## src/rtl/dma_ring_pkg.sv

```systemverilog
// Package: shared types for the DMA ring control register.
// Assumes a single clock domain and one channel per instance.
package dma_ring_pkg;

    // Channel enable states
    typedef enum logic [1:0] {
        EN_IDLE  = 2'd0,
        EN_RUN   = 2'd1,
        EN_DRAIN = 2'd2
    } en_state_e;

    // Decoded register commands for one cycle
    typedef struct packed {
        logic cfg_wr;   // write to the primary address
        logic start;    // enable requested, no abort
        logic stop;     // enable cleared, no abort
        logic abort;    // abort requested
        logic rewind;   // pointer rewind requested
        logic rd_clr;   // read of the primary address
        logic rd_map;   // read of any mapped address
    } bus_cmd_t;

endpackage

```

## src/rtl/drc_decode.sv

```systemverilog
// Module: drc_decode
// Decodes the register bus into one-cycle commands. Purely combinational.
// Assumes bus_wr and bus_rd are never high in the same cycle.
module drc_decode
    import dma_ring_pkg::*;
#(
    parameter int          BUS_AW    = 5,
    parameter logic [BUS_AW-1:0] PRIM_ADDR = '0,
    parameter logic [BUS_AW-1:0] DBG_ADDR  = '1
) (
    input  logic              bus_wr,
    input  logic              bus_rd,
    input  logic [BUS_AW-1:0] bus_addr,
    input  logic              wd_en,
    input  logic              wd_abort,
    input  logic              wd_rewind,
    output bus_cmd_t          cmd
);

    logic hit_prim;
    logic hit_dbg;

    // Address match for the two mapped offsets
    always_comb begin
        hit_prim = (bus_addr == PRIM_ADDR);
        hit_dbg  = (bus_addr == DBG_ADDR);
    end

    // Command build; abort overrides enable in the same word
    always_comb begin
        cmd        = '0;
        cmd.cfg_wr = bus_wr & hit_prim;
        cmd.abort  = cmd.cfg_wr & wd_abort;
        cmd.start  = cmd.cfg_wr & wd_en & ~wd_abort;
        cmd.stop   = cmd.cfg_wr & ~wd_en & ~wd_abort;
        cmd.rewind = cmd.cfg_wr & wd_rewind;
        cmd.rd_clr = bus_rd & hit_prim;
        cmd.rd_map = bus_rd & (hit_prim | hit_dbg);
    end

endmodule

```

## src/rtl/drc_status.sv

```systemverilog
// Module: drc_status
// Holds the sticky status flags. Each flag sets on its event and clears
// on a clearing read. A set in the same cycle as a clear wins.
module drc_status #(
    parameter int NFLAG = 2
) (
    input  logic             clk,
    input  logic             rst_n,
    input  logic [NFLAG-1:0] set_i,
    input  logic             clr_i,
    output logic [NFLAG-1:0] flag_o
);

    for (genvar g = 0; g < NFLAG; g++) begin : g_flag
        logic flag_q;

        // Sticky flag update with set priority
        always_ff @(posedge clk) begin
            if (!rst_n)
                flag_q <= 1'b0;
            else
                flag_q <= set_i[g] | (flag_q & ~clr_i);
        end

        assign flag_o[g] = flag_q;
    end

endmodule

```

## src/rtl/drc_ptr.sv

```systemverilog
// Module: drc_ptr
// Current descriptor pointer. It steps one descriptor per completion and
// wraps to the ring base after size completions (size 0 means 2**SIZE_W).
// A rewind loads the newly written base and wins over a completion.
module drc_ptr #(
    parameter int PTR_W  = 36,
    parameter int SIZE_W = 16
) (
    input  logic              clk,
    input  logic              rst_n,
    input  logic              rewind_i,
    input  logic [PTR_W-1:0]  new_base_i,
    input  logic [PTR_W-1:0]  base_i,
    input  logic [SIZE_W-1:0] size_i,
    input  logic              adv_i,
    output logic [PTR_W-1:0]  ptr_o
);

    logic [PTR_W-1:0]  ptr_q;
    logic [SIZE_W-1:0] idx_q;
    logic [SIZE_W-1:0] last_idx;
    logic              at_last;

    // Index of the final descriptor; size 0 wraps to all ones
    always_comb begin
        last_idx = size_i - SIZE_W'(1);
        at_last  = (idx_q == last_idx);
    end

    // Pointer and ring index update
    always_ff @(posedge clk) begin
        if (!rst_n) begin
            ptr_q <= '0;
            idx_q <= '0;
        end else if (rewind_i) begin
            ptr_q <= new_base_i;
            idx_q <= '0;
        end else if (adv_i) begin
            if (at_last) begin
                ptr_q <= base_i;
                idx_q <= '0;
            end else begin
                ptr_q <= ptr_q + PTR_W'(1);
                idx_q <= idx_q + SIZE_W'(1);
            end
        end
    end

    assign ptr_o = ptr_q;

endmodule

```

## src/rtl/drc_enable.sv

```systemverilog
// Module: drc_enable
// Channel enable state machine. A stop while a descriptor is busy drains
// until busy drops. An abort or a transfer error disables the channel at
// once and raises a one-cycle abort request.
module drc_enable
    import dma_ring_pkg::*;
(
    input  logic clk,
    input  logic rst_n,
    input  logic start_i,
    input  logic stop_i,
    input  logic abort_i,
    input  logic err_i,
    input  logic busy_i,
    output logic chan_en_o,
    output logic abort_req_o
);

    en_state_e state_q;
    en_state_e state_d;
    logic      abort_q;

    // Next-state selection, kill first
    always_comb begin
        state_d = state_q;
        if (abort_i || err_i)
            state_d = EN_IDLE;
        else if (start_i)
            state_d = EN_RUN;
        else if (stop_i)
            state_d = (state_q != EN_IDLE && busy_i) ? EN_DRAIN : EN_IDLE;
        else if (state_q == EN_DRAIN && !busy_i)
            state_d = EN_IDLE;
    end

    // State and abort pulse registers
    always_ff @(posedge clk) begin
        if (!rst_n) begin
            state_q <= EN_IDLE;
            abort_q <= 1'b0;
        end else begin
            state_q <= state_d;
            abort_q <= abort_i | err_i;
        end
    end

    assign chan_en_o   = (state_q != EN_IDLE);
    assign abort_req_o = abort_q;

endmodule

```

## src/rtl/dma_ring_ctrl.sv

```systemverilog
// Module: dma_ring_ctrl
// Control and status register for one DMA descriptor ring: configuration,
// enable control, sticky status, pointer walk and a side-effect-free debug
// read alias. Read data is registered and valid one cycle after the strobe.
// Assumes a read and a write never happen in the same cycle.
module dma_ring_ctrl
    import dma_ring_pkg::*;
#(
    parameter int ADDR_W   = 40,
    parameter int SIZE_W   = 16,
    parameter int WEIGHT_W = 3,
    parameter int ALIGN_W  = 4,
    parameter int BUS_AW   = 5,
    parameter logic [BUS_AW-1:0] PRIM_ADDR = 5'h00,
    parameter logic [BUS_AW-1:0] DBG_ADDR  = 5'h18,
    localparam int REG_W   = ADDR_W + SIZE_W + WEIGHT_W + 5
) (
    input  logic              clk,
    input  logic              rst_n,
    input  logic              bus_wr,
    input  logic              bus_rd,
    input  logic [BUS_AW-1:0] bus_addr,
    input  logic [REG_W-1:0]  bus_wdata,
    output logic [REG_W-1:0]  bus_rdata,
    output logic              bus_rvalid,
    input  logic              dscr_busy,
    input  logic              dscr_done,
    input  logic              dscr_irq,
    input  logic              xfer_err,
    output logic              chan_en,
    output logic              abort_req,
    output logic [ADDR_W-1:0] cur_dscr,
    output logic              irq
);

    localparam int PTR_W   = ADDR_W - ALIGN_W;
    localparam int SIZE_LO = ADDR_W;
    localparam int WGT_LO  = ADDR_W + SIZE_W;
    localparam int ACT_BIT = WGT_LO + WEIGHT_W;
    localparam int IRQ_BIT = ACT_BIT + 1;
    localparam int ERR_BIT = ACT_BIT + 2;
    localparam int ABT_BIT = ACT_BIT + 3;
    localparam int EN_BIT  = ACT_BIT + 4;

    bus_cmd_t            cmd;
    logic [PTR_W-1:0]    base_q;
    logic [SIZE_W-1:0]   size_q;
    logic [WEIGHT_W-1:0] weight_q;
    logic [1:0]          flags;
    logic [1:0]          flag_set;
    logic [PTR_W-1:0]    ptr;
    logic [REG_W-1:0]    rd_word;
    logic [REG_W-1:0]    rdata_q;
    logic                rvalid_q;

    drc_decode #(
        .BUS_AW    (BUS_AW),
        .PRIM_ADDR (PRIM_ADDR),
        .DBG_ADDR  (DBG_ADDR)
    ) u_dec (
        .bus_wr    (bus_wr),
        .bus_rd    (bus_rd),
        .bus_addr  (bus_addr),
        .wd_en     (bus_wdata[EN_BIT]),
        .wd_abort  (bus_wdata[ABT_BIT]),
        .wd_rewind (bus_wdata[ERR_BIT]),
        .cmd       (cmd)
    );

    // Configuration fields, loaded on every primary write
    always_ff @(posedge clk) begin
        if (!rst_n) begin
            base_q   <= '0;
            size_q   <= '0;
            weight_q <= '0;
        end else if (cmd.cfg_wr) begin
            base_q   <= bus_wdata[ADDR_W-1:ALIGN_W];
            size_q   <= bus_wdata[SIZE_LO +: SIZE_W];
            weight_q <= bus_wdata[WGT_LO +: WEIGHT_W];
        end
    end

    // Flag set events: bit 0 interrupt, bit 1 error
    always_comb begin
        flag_set[0] = dscr_done & dscr_irq;
        flag_set[1] = xfer_err;
    end

    drc_status #(
        .NFLAG (2)
    ) u_stat (
        .clk    (clk),
        .rst_n  (rst_n),
        .set_i  (flag_set),
        .clr_i  (cmd.rd_clr),
        .flag_o (flags)
    );

    drc_ptr #(
        .PTR_W  (PTR_W),
        .SIZE_W (SIZE_W)
    ) u_ptr (
        .clk        (clk),
        .rst_n      (rst_n),
        .rewind_i   (cmd.rewind),
        .new_base_i (bus_wdata[ADDR_W-1:ALIGN_W]),
        .base_i     (base_q),
        .size_i     (size_q),
        .adv_i      (dscr_done),
        .ptr_o      (ptr)
    );

    drc_enable u_en (
        .clk         (clk),
        .rst_n       (rst_n),
        .start_i     (cmd.start),
        .stop_i      (cmd.stop),
        .abort_i     (cmd.abort),
        .err_i       (xfer_err),
        .busy_i      (dscr_busy),
        .chan_en_o   (chan_en),
        .abort_req_o (abort_req)
    );

    // Read word assembly from live state
    always_comb begin
        rd_word                         = '0;
        rd_word[ADDR_W-1:ALIGN_W]       = base_q;
        rd_word[SIZE_LO +: SIZE_W]      = size_q;
        rd_word[WGT_LO +: WEIGHT_W]     = weight_q;
        rd_word[ACT_BIT]                = dscr_busy;
        rd_word[IRQ_BIT]                = flags[0];
        rd_word[ERR_BIT]                = flags[1];
        rd_word[EN_BIT]                 = chan_en;
    end

    // Registered read return, pre-clear values
    always_ff @(posedge clk) begin
        if (!rst_n) begin
            rdata_q  <= '0;
            rvalid_q <= 1'b0;
        end else begin
            rvalid_q <= bus_rd;
            if (bus_rd)
                rdata_q <= cmd.rd_map ? rd_word : '0;
        end
    end

    assign bus_rdata  = rdata_q;
    assign bus_rvalid = rvalid_q;
    assign cur_dscr   = {ptr, {ALIGN_W{1'b0}}};
    assign irq        = |flags;

endmodule

```

## config.mk

```make
export PLATFORM = sky130hd
export DESIGN_NAME = dma_ring_ctrl
export DESIGN_NICKNAME = d
export VERILOG_FILES = /design/src/rtl/dma_ring_pkg.sv /design/src/rtl/drc_decode.sv /design/src/rtl/drc_status.sv /design/src/rtl/drc_ptr.sv /design/src/rtl/drc_enable.sv /design/src/rtl/dma_ring_ctrl.sv
export SDC_FILE = /design/constraint.sdc
export NUM_CORES = 1
export LEC_CHECK = 0
export ABC_AREA = 1
export BUFFER_PORTS_ARGS = -buffer_cell sky130_fd_sc_hd__buf_4
export CAP_MARGIN = 10
export CORE_MARGIN = 1
export CORE_UTILIZATION = 46
export DETAILED_ROUTE_END_ITERATION = 8
export PLACE_DENSITY = 0.72
export SLEW_MARGIN = 15
export SYNTH_ARGS = -nofsm -noshare
export SYNTH_HDL_FRONTEND = slang
export SYNTH_SLANG_ARGS = --single-unit
```

## constraint.sdc

```tcl
create_clock -name clk -period 1.85 [get_ports clk]
set_input_delay 0.185 -clock clk [delete_from_list [all_inputs] [get_ports clk]]
set_output_delay 0.185 -clock clk [all_outputs]
set_load 0.005 [all_outputs]
```

# After elaboration in Yosys (flattened, before gate mapping)
# Index checks and enable logic that the tools add are counted.
# Widths: inputs -> output; s select.
[word_totals]
reg_bits = 177
out_inout_bits = 108
word_cells = 60
[op_classes]
addsub = 3
n_eq_ne = 3
mux = 9
bitwise_logic = 20
reduce_logical = 13
[ops]
columns = ["operator", "n"]
rows = [
  ["$mux 36", 3],
  ["$mux 64", 1],
  ["$add 36x1->36 const B", 1],
  ["$add 16x1->16 const B", 1],
  ["$eq 16x16->1", 1],
  ["$mux 16", 1],
  ["$sub 16x1->16 const B", 1],
  ["$and 1x1->1", 12],
  ["$mux 2", 3],
  ["$reduce_bool 2->1", 3],
  ["$reduce_or 2->1", 3],
  ["$eq 5x5->1 const B", 1],
  ["$logic_not 5->1", 1],
  ["$not 1->1", 4],
  ["$or 1x1->1", 4],
  ["$reduce_bool 3->1", 1],
  ["$reduce_or 3->1", 1],
  ["$eq 2x2->1 const B", 1],
  ["$logic_and 1x1->1", 2],
  ["$logic_not 1->1", 1],
  ["$logic_or 1x1->1", 1],
  ["$mux 1", 1],
]

# Logic depth before layout (Yosys ltp)
# Gate-level depths: netlist (run 1).
[logic_depth]
word_depth = 6
depth_mapped = 17

# Cells and area by module
# From an unflattened synthesis (run 1), not the netlist that was laid out.
[unflattened]
hier_cells = 1340
hier_area_um2 = 9212.6
[by_module_without_submodules]
columns = ["mod", "instances", "cells_per_inst", "area_per_inst_um2"]
rows = [
  ["drc_ptr", 1, 767, 4591.9],
  ["dma_ring_ctrl", 1, 518, 4240.3],
  ["drc_decode", 1, 23, 147.6],
  ["drc_enable", 1, 20, 145.1],
  ["drc_status", 1, 12, 87.6],
]

# Worst setup path after synthesis (run 1)
# Ideal clock, no wire load.
[synth_timing]
kind = "register to register"
startpoint = "reg size_q[0]"
endpoint = "reg u_ptr.ptr_q[19], in the netlist u_ptr.ptr_o[19]"
setup_ns = 0.132
arrival_time_ns = 1.876
slack_ns = -0.158
path_stages_with_launch = 17
path_buffers = 1
period_less_slack_ns = 2.008
cell_sequence = "dfxtp_1 -> inv_2 -> ha_1 -> inv_1 -> nand2_1 -> nand2_1 -> nor2_1 -> nand2_1 -> nor2_1 -> nand2_1 -> nor2_1 -> nand3_1 -> nor2_2 -> buf_2 -> nand4_1 -> nand3_1 -> a21oi_1"
[synth_via]
elab_chain_cells = 5
[synth_lines]
columns = ["item", "line_no", "text"]
rows = [
  ["start: declaration", "dma_ring_ctrl.sv:47", "logic [SIZE_W-1:0] size_q;"],
  ["start signal: assignment", "dma_ring_ctrl.sv:78", "size_q <= bus_wdata[SIZE_LO +: SIZE_W];"],
  ["$sub 16x1->16", "drc_ptr.sv:26", "last_idx = size_i - SIZE_W'(1);"],
  ["$eq 16x16->1", "drc_ptr.sv:27", "at_last = (idx_q == last_idx);"],
  ["$mux 36", "drc_ptr.sv:39", "if (at_last) begin"],
  ["$mux 36", "drc_ptr.sv:38", "end else if (adv_i) begin"],
  ["$mux 36", "drc_ptr.sv:35", "end else if (rewind_i) begin"],
  ["end signal: assignment", "drc_ptr.sv:36", "ptr_q <= new_base_i;"],
  ["end signal: assignment", "drc_ptr.sv:40", "ptr_q <= base_i;"],
  ["end signal: assignment", "drc_ptr.sv:43", "ptr_q <= ptr_q + PTR_W'(1);"],
  ["end: declaration", "drc_ptr.sv:19", "logic [PTR_W-1:0] ptr_q;"],
]
# Every way passes these cells. The select of a mux whose other input is x is not followed.
# A chain may end at the register's enable or synchronous reset.

# Final worst setup path (run 1)
[layout_timing]
startpoint = "reg size_q[1]"
endpoint = "reg u_ptr.ptr_q[17], in the netlist u_ptr.ptr_o[17]"
# Same word-level chain as after synthesis.

==> results.ini, run 1 <==
[outcome]
status = finished with violations
violations = negative setup slack

[yosys]
synthFlopType = dfxtp_1
syn_area_per_cell_um2 = 6.77
synth-edff-count = 0
synthDominantCellAreaShare_pct = 38.8
netlist_area_um2 = 8880
synth.distinct_cells = 42
netlist.top_cell.by_area = dfxtp_1
syn_inst = 1312
ys_async_sr_fraction_pct = 0
ys_ff_latch = 172
synth_warnings = 0
netlist_top_cells_area = dfxtp_1 (39%), nand2_1 (14%), a21oi_1 (6.6%)
synth.yosys.seq_area_share_pct = 38.8

[sta]
rsz0062_at_grt = true
timing.hold.ws_ns = 0.00451
finalHoldViolCount = 0
fin_setup_tns_ns = -11.97
fin_crit_sh_pct = 117
clock_skew_ns = 0.00901
finalMaxSlewViolations = 0
worst_pin_slew_ns = 0.604
fin_crit_ns = 2.17
setup_viol = 52
fmax_mhz = 461
setup_slack_ns = -0.320
maxSlewHeadroom_pct = 59.7

[worst_hold_path]
min_from = bus_wdata[51]
min_to = size_q[11]$_SDFFE_PN0P_
hold_class = in -> reg
hold-path-cell-count = 3

[critical_path]
worstRegToRegCells = 17
crit_type = reg -> reg
end_kind = flop
critical_path.max_fanout = 8
reg2reg_to = u_ptr.ptr_o[17]$_SDFFE_PN0P_
r2r-start = size_q[1]$_SDFFE_PN0P_
crit_slowest_cell = dfxtp_4
path_common_cell = nand2_1
required_ns = 2.24
regToRegSetupSlack_ns = -0.32
max_stage_delay_ns = 0.38
path_cells = inv_4 > ha_4 > inv_2 > nand2_2 > nand2_2 > nor2_4 > nand2_1 > nor2_1 > nand2_1 > nor2_1 > nand3_1 > nor2_4 > buf_12 > nand4_1 > nand3_1 > nand2_1 > inv_1
arrival_ns = 2.56
worst_setup_path_start_kind = flop

[placement]
place_inst = 1828
pre_cts_ws_ns = -0.338
place_congestion = 0.952
dp_hpwl_mm = 23.3
numPortBuffers = 169

[route]
firstDrtPassIters = 6
drc = 0
routed_wl_mm = 32.5
viasPerCell = 5.33
drt_iter0_drc = 1068
via_count = 9995
wl_per_cell_um = 17.3
ant_nets = 0

[cts]
path_clk_slew_ns = 0.07
clkLatencyLatePin_ns = 0.44
htree_levels = 4
cts_sinks = 172
clockRootBuffer = clkbuf_16
cts_buffer_depth = 2
cts_tree = yes
cts-buffers-inserted = 17

[global_routing]
grt_max_degree = 80
grt_pass1_vias = 9252
grtUsageTotal_pct = 32.8
grt_pass1_wl_mm = 50.2
antenna_found_initial = 0
grt_overflow_total = 0

[finish]
drive_gt1_share_pct = 30.7
fin_nets = 1681
fill_cells = 1647
area_growth_pct = 42.9
finalCoreUtilization_pct = 67.3
num_antenna_cells = 0
instances_no_fill = 1874

[die]
dieWidth_um = 141
ios = 185
initial_utilization_pct = 47.1
die_h_um = 141
rows = 50
fp.coreArea_um2 = 18800
die-area_um2 = 19900

[power]
leakagePower_uw = 0.00556
p_per_area_nw_per_um2 = 688
vdd_drop_max_v = 0.000705

[flow_run]
drv_cap = 0

==> cells in the mapped netlist, drive strengths merged (17+ instances only) <==
cell and count:
dfxtp 172, nor2 168, nand2 341, nand3 68, nor3 29, nand4 31, o21ai 86, clkbuf 37
buf 31, xor2 42, inv 128, a21oi 117, nand3b 17
==> logic make-up after synthesis <==
kind of cell               Yosys count  share of synthesized area, %
AOI/OAI and AO/OA                  221                          13.3
and+or+nand+nor                    667                          33.1
DFF                                172                          38.8
buffers and inverters              197                          9.25
xor gates and xnor gates            51                          5.03
adders and majority gates            3                         0.423
other                                1                        0.0422
==> layer usage <==
metal | part of all wire, % | wire length, um | track usage (%)
met1 | 45 | 14700 | 46.5
met3 | 10 | 3290 | 6.83
met2 | 41 | 13500 | 48.7
met4 | 3.3 | 1060 | 12.2
met5 | 0 | 0 | 0
==> power by group <==
group	internal (uW)	switching (uW)	leakage, uW
combinational	425	532	0.00385
sequential	3760	73.4	0.00140
clock	2290	1650	0.000308
total	6480	2250	0.00556
==> worst max-delay path: cells and delay by family, from the launching register on <==
family	cells	cell delay, ns
adder cells (fa/ha/maj)	1	0.26
buffers and inverters	4	0.27
flip-flops	1	0.38
AND/OR/NAND/NOR	12	1.23
==> worst max-delay path by stage <==
stage	start	endpoint	cells past startpoint
6_report	size_q[1]$_SDFFE_PN0P_	u_ptr.ptr_o[17]$_SDFFE_PN0P_	17
5_1_grt	size_q[9]$_SDFFE_PN0P_	u_ptr.ptr_o[28]$_SDFFE_PN0P_	14
4_1_cts	size_q[1]$_SDFFE_PN0P_	u_ptr.ptr_o[15]$_SDFFE_PN0P_	15
3_5_place_dp	size_q[2]$_SDFFE_PN0P_	u_ptr.ptr_o[34]$_SDFFE_PN0P_	14
3_3_place_gp	size_q[2]$_SDFFE_PN0P_	u_ptr.ptr_o[34]$_SDFFE_PN0P_	14
2_1_floorplan	size_q[0]$_SDFFE_PN0P_	u_ptr.ptr_o[19]$_SDFFE_PN0P_	16
==> cells in the final DEF (no fill, tap or decap), types with 4 or more instances in the layout <==
cell type	count
nand2_1	309
buf_4	303
dfxtp_1	162
nor2_1	142
inv_1	117
a21oi_1	106
o21ai_0	82
nand3_1	42
xor2_1	40
nand4_1	31
nand2_2	26
nor3_1	26
nand3_2	23
nand3b_1	17
clkbuf_16	17
nor2_2	13
nor2_4	12
buf_12	12
a21oi_2	11
inv_2	9
conb_1	9
dfxtp_2	9
xnor2_1	8
nand2_4	7
buf_6	7
a22o_1	6
o221ai_1	4
bufinv_16	4
inv_6	4
==> layout make-up <==
class                      instances  area, um2  area share [%]
clock buffer                      18        429            3.38
sequential                       172       3460            27.3
clock inverter                    14        205            1.62
timing repair buffer             328       2700            21.3
tap                              260        325            2.57
multi-input combinational        953       5080            40.0
inverter                         129        489            3.86
==> state kept, by name (all words and copies together), names as in the netlist <==
name	cells
base_q	36
bus_rdata	59
bus_rvalid	1
size_q	16
u_en.abort_req_o	1
u_en.state_q	2
u_ptr.idx_q	16
u_ptr.ptr_o	36
u_stat.g_flag.flag_q	2
weight_q	3
==> per-stage QoR <==
step,power (uW),instance area [um2]
floorplan,4340,8980
global placement,4790,11500
detailed placement,4800,11500
CTS,8700,12500
global route,8970,12700
finish,8730,12700
==> timing repair <==
| item | 4_1_cts | 5_1_grt |
|---|---|---|
| endpoints found under the setup margin | 52 | 52 |
| pin swaps | 28 | 27 |
| gates resized for setup | 61 | 54 |
| hold buffers | 2 | 0 |
| cloned | 4 | 0 |
| hold endpoints to repair | 3 | 0 |
| buffers inserted | 6 | 3 |
Note: power is estimated with default switching activity, not from simulation.
==> run 2, diff against run 1 <==
--- a/config.mk
+++ b/config.mk
@@ -11,8 +11,9 @@
 export CORE_MARGIN = 1
 export CORE_UTILIZATION = 46
 export DETAILED_ROUTE_END_ITERATION = 8
-export PLACE_DENSITY = 0.72
+export PLACE_DENSITY = 0.69
 export SLEW_MARGIN = 15
 export SYNTH_ARGS = -nofsm -noshare
 export SYNTH_HDL_FRONTEND = slang
 export SYNTH_SLANG_ARGS = --single-unit
+export TNS_END_PERCENT = 50
==> constraint.sdc (replaced) <==
create_clock -name clk -period 2.8 [get_ports clk]
set_input_delay 0.28 -clock clk [delete_from_list [all_inputs] [get_ports clk]]
set_output_delay 0.28 -clock clk [all_outputs]
set_load 0.005 [all_outputs]
==> run 2 against run 1 <==
First-iteration DRC count is 12% lower. Sequential share of layout area is 4.0 points higher. Maximum frequency is 13% lower. The flow now finishes without violations. Combinational power is 47% lower. Design area is 13% lower. Largest cell class unchanged. Utilization is 8.9 points lower. Clock power is 36% lower. Worst setup slack better by 0.63 ns.
==> results.ini, run 2 (synthesis results as in run 1) <==
[die]
fp.coreArea_um2 = 18800  ; unchanged
rows = 50  ; unchanged
initial_utilization_pct = 47.1  ; unchanged
dieWidth_um = 141  ; unchanged
ios = 185  ; unchanged
die-area_um2 = 19900  ; unchanged
die_h_um = 141  ; unchanged

[cts]
cts_tree = yes  ; unchanged
cts_buffer_depth = 2  ; unchanged
cts_sinks = 172  ; unchanged
clkLatencyLatePin_ns = 0.44  ; about the same
path_clk_slew_ns = 0.07  ; about the same
cts_hold_buffers = 0  ; was 2
clockRootBuffer = clkbuf_16  ; unchanged
cts-buffers-inserted = 17  ; unchanged
postCtsSetupRepairBufs = 0  ; was 6
htree_levels = 4  ; unchanged
cts_resized = 0  ; was 61

[route]
routed_wl_mm = 28.9  ; was 32.5 mm
viasPerCell = 5.24  ; was 5.33
firstDrtPassIters = 5  ; was 6
drt_iter0_drc = 942  ; was 1068
via_count = 9116  ; was 9995
drc = 0  ; unchanged
wl_per_cell_um = 16.6  ; was 17.3 um
ant_nets = 0  ; unchanged

[placement]
place_inst = 1707  ; was 1828
dp_hpwl_mm = 21.1  ; was 23.3 mm
place_congestion = 0.921  ; was 0.952
numPortBuffers = 169  ; unchanged

[finish]
finalCoreUtilization_pct = 58.5  ; was 67.3%
drive_gt1_share_pct = 18.5  ; was 30.7%
fin_nets = 1546  ; was 1681
final_common_cell = nand2_1  ; unchanged
area_growth_pct = 24.0  ; was 42.9%
mostFrequentLayoutCells = nand2_1 (331), buf_4 (194), dfxtp_1 (172), nor2_1 (156), inv_1 (121)  ; was nand2_1 (309), buf_4 (303), dfxtp_1 (162), nor2_1 (142), inv_1 (117)
instances_no_fill = 1739  ; was 1874
largest_reg_flops = 59  ; unchanged
num_antenna_cells = 0  ; unchanged

[sta]
fin_crit_sh_pct = 89.0  ; was 117%
fin_setup_tns_ns = 0  ; was -11.97 ns
rsz0062_at_grt = false  ; was true
worst_pin_slew_ns = 0.808  ; was 0.604 ns
maxSlewHeadroom_pct = 46.0  ; was 59.7%
fin_crit_ns = 2.49  ; was 2.17 ns
clock_skew_ns = 0.0116  ; was 0.00901 ns
finalMaxSlewViolations = 0  ; unchanged
finalHoldViolCount = 0  ; unchanged
setup_viol = 0  ; was 52
fmax_mhz = 401  ; was 461 MHz

[critical_path]
path_common_cell = nand2_1  ; unchanged
path_buf_inv = 1  ; was 4
max_stage_delay_ns = 0.44  ; was 0.38 ns
critical_path.max_fanout = 21  ; was 8
end_kind = flop  ; unchanged
crit_slowest_cell = o21ai_4  ; was dfxtp_4
crit_family = simple AND/OR/NAND/NOR gates  ; unchanged
required_ns = 3.11  ; was 2.24 ns
path_cells = inv_2 > ha_1 > nand2_1 > nor2_1 > nand2_1 > nand2_1 > nand2_1 > nor2_1 > nand3_2 > nor2_4 > nand2_4 > o21ai_4 > nor3b_1  ; was inv_4 > ha_4 > inv_2 > nand2_2 > nand2_2 > nor2_4 > nand2_1 > nor2_1 > nand2_1 > nor2_1 > nand3_1 > nor2_4 > buf_12 > nand4_1 > nand3_1 > nand2_1 > inv_1
arrival_ns = 2.80  ; was 2.56 ns
crit_type = reg -> reg  ; unchanged
worst_setup_path_start_kind = flop  ; unchanged

[power]
p_per_area_nw_per_um2 = 504  ; was 688 nW/um2
vdd_drop_max_v = 0.000476  ; was 0.000705 V
leakagePower_uw = 0.00466  ; was 0.00556 uW
p_total_uw = 5560  ; was 8730 uW

[worst_hold_path]
hold_class = in -> reg  ; unchanged

[global_routing]
grt_overflow_total = 0  ; unchanged
grt_max_degree = 77  ; was 80
grt_pass1_wl_mm = 45.0  ; was 50.2 mm
grt_pass1_vias = 8051  ; was 9252
antenna_found_initial = 0  ; unchanged
grtUsageTotal_pct = 29.5  ; was 32.8%

[outcome]
status = complete, no violations  ; was finished with violations

[flow_run]
drv_cap = 0  ; unchanged

==> run 2: per-stage QoR <==
stage / cell area [um2] / hold WS [ns] / setup slack, ns
after floorplan: 8910 / 0.373 / 0.792
after global placement: 10400 / 0.446 / 0.381
after detailed placement: 10400 / 0.451 / 0.310
after CTS: 11000 / 0.0371 / 0.313
after global routing: 11000 / 0.0367 / 0.0506
final: 11000 / 0.0421 / 0.309
==> run 2: final timing paths <==
check | from | depth (start not counted) | slack, ns | end
hold / removal | bus_rd | 3 | 0.04 | bus_rvalid$_SDFF_PN0_
setup / recovery | size_q[0]$_SDFFE_PN0P_ | 13 | 0.31 | u_ptr.idx_q[11]$_SDFFE_PP0P_
hold reg to reg | weight_q[0]$_SDFFE_PN0P_ | 2 | 0.46 | bus_rdata[56]$_SDFFE_PN0P_
setup reg to reg | size_q[0]$_SDFFE_PN0P_ | 13 | 0.31 | u_ptr.idx_q[11]$_SDFFE_PP0P_
==> run 2: worst reg2reg max path, delay by kind of cell (launching register included) <==
kind	cells	cell delay (ns)
adders and majority gates	1	0.21
DFF	1	0.35
AOI/OAI and AO/OA	1	0.45
and+or+nand+nor	10	1.24
buffers and inverters	1	0.12
==> run 2: per-layer routing <==
metal	track usage [%]	routed length (um)	vias to the layer above
met2	39.8	11500	445
met3	5.77	2720	35
li1	-	-	4514
met5	0	0	-
met1	46.4	14300	4122
met4	8.41	445	0
==> run 2: power by group <==
group          total, uW  internal, uW  switching (uW)
clock network       2510          1370            1140
registers           2540          2480            53.2
logic                509           208             301
total               5560          4060            1500
==> run 2: area by class of cell <==
type                            instances  area, um2
Tap cell                              260        325
Inverter                              129        484
Clock buffer                           17        425
Multi-Input combinational cell        951       4650
Clock inverter                         15        203
Fill cell                            1862       7820
Sequential cell                       172       3440
Timing Repair Buffer                  195       1480
